[src/rtl/mbx_pkg.sv]
package mbx_pkg;

    // Which address window a bus access falls into.
    typedef enum logic [1:0] {
        WIN_NONE = 2'd0,
        WIN_SET  = 2'd1,
        WIN_CLR  = 2'd2
    } win_e;

    // Bus-side response state.
    typedef enum logic {
        ST_IDLE = 1'b0,
        ST_RESP = 1'b1
    } bus_st_e;

endpackage

[src/rtl/mbx_decode.sv]
module mbx_decode
    import mbx_pkg::*;
#(
    parameter int unsigned     AW       = 8,
    parameter int unsigned     NMB      = 16,
    parameter int unsigned     IW       = 4,
    parameter logic [AW-1:0]   SET_BASE = 8'h80,
    parameter logic [AW-1:0]   CLR_BASE = 8'hC0
) (
    input  logic [AW-1:0] addr,
    output win_e          win,
    output logic [IW-1:0] idx
);
    localparam logic [31:0] SPAN = 32'(NMB * 4);
    localparam logic [31:0] SB   = 32'(SET_BASE);
    localparam logic [31:0] CB   = 32'(CLR_BASE);

    logic [31:0] a;
    logic [31:0] off;

    always_comb begin
        a   = 32'(addr);
        win = WIN_NONE;
        off = '0;
        if (a >= SB && a < SB + SPAN) begin
            win = WIN_SET;
            off = a - SB;
        end else if (a >= CB && a < CB + SPAN) begin
            win = WIN_CLR;
            off = a - CB;
        end
        // byte offset to word index; low two bits dropped
        idx = off[IW+1:2];
    end

endmodule

[src/rtl/mbx_store.sv]
module mbx_store
    import mbx_pkg::*;
#(
    parameter int unsigned DW  = 32,
    parameter int unsigned NMB = 16,
    parameter int unsigned IW  = 4
) (
    input  logic                    clk,
    input  logic                    rst_n,
    input  logic                    wr_en,
    input  win_e                    win,
    input  logic [IW-1:0]           idx,
    input  logic [DW-1:0]           wdata,
    output logic [NMB-1:0][DW-1:0]  mb_q,
    output logic [NMB-1:0]          nz
);
    for (genvar k = 0; k < NMB; k++) begin : g_mb
        logic [DW-1:0] r;
        logic          set_hit;
        logic          clr_hit;

        assign set_hit = wr_en && (win == WIN_SET) && (idx == IW'(k));
        assign clr_hit = wr_en && (win == WIN_CLR) && (idx == IW'(k));

        always_ff @(posedge clk or negedge rst_n) begin
            if (!rst_n) begin
                r <= '0;
            end else if (set_hit) begin
                r <= r | wdata;
            end else if (clr_hit) begin
                r <= r & ~wdata;
            end
        end

        assign mb_q[k] = r;
        assign nz[k]   = |r;
    end

endmodule

[src/rtl/mbx_rdmux.sv]
module mbx_rdmux
    import mbx_pkg::*;
#(
    parameter int unsigned DW  = 32,
    parameter int unsigned NMB = 16,
    parameter int unsigned IW  = 4
) (
    input  win_e                    win,
    input  logic [IW-1:0]           idx,
    input  logic [NMB-1:0][DW-1:0]  mb_q,
    output logic [DW-1:0]           rdata
);
    always_comb begin
        rdata = '0;
        if (win == WIN_CLR) begin
            rdata = mb_q[idx];
        end
    end

endmodule

[src/rtl/xcore_mbox_bank.sv]
module xcore_mbox_bank
    import mbx_pkg::*;
#(
    parameter int unsigned   CORES    = 4,
    parameter int unsigned   PER_CORE = 4,
    parameter int unsigned   DW       = 32,
    parameter int unsigned   AW       = 8,
    parameter logic [AW-1:0] SET_BASE = 8'h80,
    parameter logic [AW-1:0] CLR_BASE = 8'hC0
) (
    input  logic                      clk,
    input  logic                      rst_n,
    input  logic                      req_valid,
    input  logic                      req_write,
    input  logic [AW-1:0]             req_addr,
    input  logic [DW-1:0]             req_wdata,
    output logic                      rd_valid,
    output logic [DW-1:0]             rd_data,
    output logic [CORES*PER_CORE-1:0] mbox_pending
);
    localparam int unsigned NMB = CORES * PER_CORE;
    localparam int unsigned IW  = (NMB > 1) ? $clog2(NMB) : 1;

    win_e                    win;
    logic [IW-1:0]           idx;
    logic [NMB-1:0][DW-1:0]  mb_q;
    logic [NMB-1:0]          nz;
    logic [DW-1:0]           mux_data;
    logic                    wr_en;
    logic                    rd_req;

    assign wr_en  = req_valid && req_write;
    assign rd_req = req_valid && !req_write;

    mbx_decode #(
        .AW(AW), .NMB(NMB), .IW(IW),
        .SET_BASE(SET_BASE), .CLR_BASE(CLR_BASE)
    ) u_dec (
        .addr(req_addr),
        .win (win),
        .idx (idx)
    );

    mbx_store #(.DW(DW), .NMB(NMB), .IW(IW)) u_store (
        .clk  (clk),
        .rst_n(rst_n),
        .wr_en(wr_en),
        .win  (win),
        .idx  (idx),
        .wdata(req_wdata),
        .mb_q (mb_q),
        .nz   (nz)
    );

    mbx_rdmux #(.DW(DW), .NMB(NMB), .IW(IW)) u_rdmux (
        .win  (win),
        .idx  (idx),
        .mb_q (mb_q),
        .rdata(mux_data)
    );

    // Bus response state machine.
    bus_st_e       st_q;
    bus_st_e       st_d;
    logic [DW-1:0] hold_q;

    always_comb begin
        st_d = st_q;
        unique case (st_q)
            ST_IDLE: st_d = rd_req ? ST_RESP : ST_IDLE;
            ST_RESP: st_d = rd_req ? ST_RESP : ST_IDLE;
            default: st_d = ST_IDLE;
        endcase
    end

    always_ff @(posedge clk or negedge rst_n) begin
        if (!rst_n) begin
            st_q   <= ST_IDLE;
            hold_q <= '0;
        end else begin
            st_q <= st_d;
            if (rd_req) begin
                hold_q <= mux_data;
            end
        end
    end

    always_comb begin
        rd_valid = 1'b0;
        rd_data  = '0;
        unique case (st_q)
            ST_IDLE: ;
            ST_RESP: begin
                rd_valid = 1'b1;
                rd_data  = hold_q;
            end
            default: ;
        endcase
    end

    assign mbox_pending = nz;

endmodule

[config.mk]
export PLATFORM = sky130hd
export DESIGN_NAME = xcore_mbox_bank
export DESIGN_NICKNAME = d
export VERILOG_FILES = /design/src/rtl/mbx_pkg.sv /design/src/rtl/mbx_decode.sv /design/src/rtl/mbx_store.sv /design/src/rtl/mbx_rdmux.sv /design/src/rtl/xcore_mbox_bank.sv
export SDC_FILE = /design/constraint.sdc
export NUM_CORES = 1
export LEC_CHECK = 0
export BUFFER_PORTS_ARGS = -buffer_cell sky130_fd_sc_hd__buf_2
export CAP_MARGIN = 20
export CORE_MARGIN = 5
export CORE_UTILIZATION = 43
export CTS_CLUSTER_DIAMETER = 30
export CTS_CLUSTER_SIZE = 28
export DETAILED_ROUTE_END_ITERATION = 12
export PLACE_DENSITY = 0.57
export SYNTH_ARGS = -nofsm -noshare
export SYNTH_HDL_FRONTEND = slang
export SYNTH_SLANG_ARGS = --single-unit
[constraint.sdc]
create_clock -name clk -period 1.7 [get_ports clk]
set_input_delay 0.085 -clock clk [delete_from_list [all_inputs] [get_ports clk]]
set_output_delay 0.085 -clock clk [all_outputs]
set_load 0.02 [all_outputs]
==> results.yml <==
status:
  status: "finished with violations"
  violations: "setup timing"
timing:
  hold_slack_ns: 0.0677
  fin_crit_sh: 1.38
  setup_viol: 16
  tightest_slew_ns: 0.722
  fin_crit_ns: 2.35
  finClkSkew_ns: 0.0215
  fmax_mhz: 425
  fin_ws_ns: -0.653
  rsz0062_at_grt: "true"
  finalMaxSlewViolations: 0
  slew_headroom: 0.519
  finalHoldViolations: 0
floorplanning:
  rows: 92
  core_um2: 62900
  die_h_um: 261
  start_util: 0.433
  dieWidth_um: 261
  io_pins: 93
  die_area_um2: 68400
global_route:
  grt_remaining_overflow: 0
  grtUsageTotal: 0.285
  grt_max_degree: 129
  grt_pass1_vias: 24775
  antenna_found_initial: 5
  grt_pass1_wl_mm: 150
final_layout:
  final_util: 0.586
  drive_gt1_frac: 0.325
  final_nets: 3064
  fin_area_um2: 36800
  fillers: 5243
  areaGrowthSynthToFinish_pct: 35.4
  multi_input_area_um2: 12700
  layout.area.seq_um2: 13600
synth:
  syn_inst: 2636
  dominantRegCellSynth: "dfrtp_1"
  ys_ff_latch: 545
  synthArstFlopShare: 1.00
  ys_types: 56
  synth_edf_count: 0
  syn_area_um2: 27200
  syn_avg_cell_area_um2: 10.3
  syn-num-nets: 2680
  ys_seq_area_frac: 0.501
  yosysWarnings: 0
worst_setup_path:
  ff2ff_setup_slack_ns: 0.07
  crit_arrival_ns: 2.27
  cp_max_fo: 2
  cp_data_required_time_ns: 1.62
  startpoint_type: "flip-flop"
  ff2ff_path_depth: 6
  cp-end-kind: "output port"
  critical_path_class: "flip-flop to output port"
clocking:
  clock_latency_ns: 0.69
  cts_max_level: 4
  clk_pin_slew_worst_paths_ns: 0.04
  root_buffer: "clkbuf_16"
  cts.path.max_buffers: 3
  cts.sinks: 545
  cts_buffers: 131
  cts_tree: "yes"
detailed_routing:
  vias_per_cell: 6.12
  postRouteAntennaNets: 0
  wire_per_inst_um: 24.8
  finalWirelength_mm: 98.6
  vias: 24282
  drtIter0Drc: 2414
  drc: 0
  drtPass1Iterations: 6
hold_path:
  hold_class: "input port to flip-flop"
  worstHoldPathCells: 4
placed_design:
  post_dp_cell_area_um2: 31100
  port_buffers: 90
  post-place-ws_ns: -0.222
  place_congestion: 0.925
  hpwl_mm: 66.8
pwr:
  total_power_w: 0.0445
  vdd_ir_drop_max_mv: 0.802
  leakagePower_nw: 17.3
  p_per_area_nw_per_um2: 1210
job:
  cap_violations: 0
report_power, final:
| part | switching [W] | leakage [nW] | internal, W |
|---|---|---|---|
| registers | 0.000600 | 7.44 | 0.0137 |
| clock network | 0.00775 | 2.24 | 0.0175 |
| logic | 0.00279 | 7.62 | 0.00216 |
cells in the mapped netlist, types with 12 or more instances:
cell type  number  share of area
or2_2          17         0.0039
and2_1         35         0.0081
a22o_1         80          0.026
o41ai_1        16         0.0052
mux2_2        203          0.084
o22ai_1       153          0.035
o21ai_0        13         0.0024
nor2_1         22         0.0030
mux2i_1       103          0.038
o31ai_1        12         0.0033
nand4_1        34         0.0078
clkbuf_1      166          0.023
a21oi_1       262          0.048
nor4_1        128          0.029
mux2_1         90          0.037
buf_2          79          0.015
nand2_1       370          0.051
buf_4          33         0.0091
inv_1          16         0.0022
dfrtp_1       545           0.50
a31oi_1       182          0.042
through the flow:
stage | cells | TNS, ns
finish | 3969 | -9.18
floorplan | 2636 | 0
detailed placement | 3675 | -18.70
CTS | 3962 | -9.47
global placement | 3675 | -8.65
global route | 3967 | -9.97
cells by family after synthesis:
logic type	synth area share
multiplexers	0.160
AO/OA/AOI/OAI	0.172
buffers and inverters	0.0492
AND/OR/NAND/NOR	0.118
flip-flops	0.501
area by class of cell:
type / count / area share
sequential: 545 / 0.370
timing repair buffer: 531 / 0.131
antenna: 2 / 0.000136
clock inverter: 55 / 0.0189
tap: 846 / 0.0287
multi-input combinational: 1794 / 0.346
clock buffer: 179 / 0.104
inverter: 17 / 0.00173
worst max-delay path, stage by stage, from the launching register on:
cell	delay [ns]
dfrtp_1	0.41
nor4_4	0.32
buf_4	0.17
nand4_1	0.12
buf_6	0.18
or2_4	0.25
buf_6	0.13
worst paths after layout:
kind                             startpoint                         end
max in group asynchronous             rst_n  asynchronous set/reset pin
worst min-delay path            req_addr[5]                  hold_q[25]
worst max-delay path              flip-flop             mbox_pending[4]
worst min register to register   hold_q[11]                  hold_q[11]
min in group asynchronous             rst_n  asynchronous set/reset pin
worst max register to register    flip-flop                  hold_q[30]
routing by layer:
metal,vias to the layer above,share of wire,routed length [µm],global-route usage
met4,4,0.046,4510,0.128
met3,249,0.070,6930,0.0475
met1,12280,0.42,41800,0.389
li1,10664,-,-,-
met5,-,0.00027,27,0
met2,1085,0.46,45300,0.450
cells in the final DEF (no fill, tap or decap), types with 38 or more instances in the layout:
cell / n
a21oi_1: 262
a22o_1: 80
a31oi_1: 182
buf_12: 61
buf_2: 64
buf_4: 343
clkbuf_16: 137
dfrtp_1: 545
dlygate4sd3_1: 38
mux2_1: 90
mux2_2: 203
mux2i_1: 103
nand2_1: 370
nor4_1: 78
o22ai_1: 153
repair_timing:
| action | 4_1_cts | 5_1_grt |
|---|---|---|
| pin swaps | 44 | 20 |
| buffers inserted | 14 | 3 |
| hold endpoints to repair | 978 | 0 |
| hold buffers | 40 | 0 |
| gates resized for setup | 94 | 34 |
| setup endpoints to repair | 48 | 364 |
| gates cloned | 0 | 2 |
No activity file was read; power rests on OpenSTA's default activity.
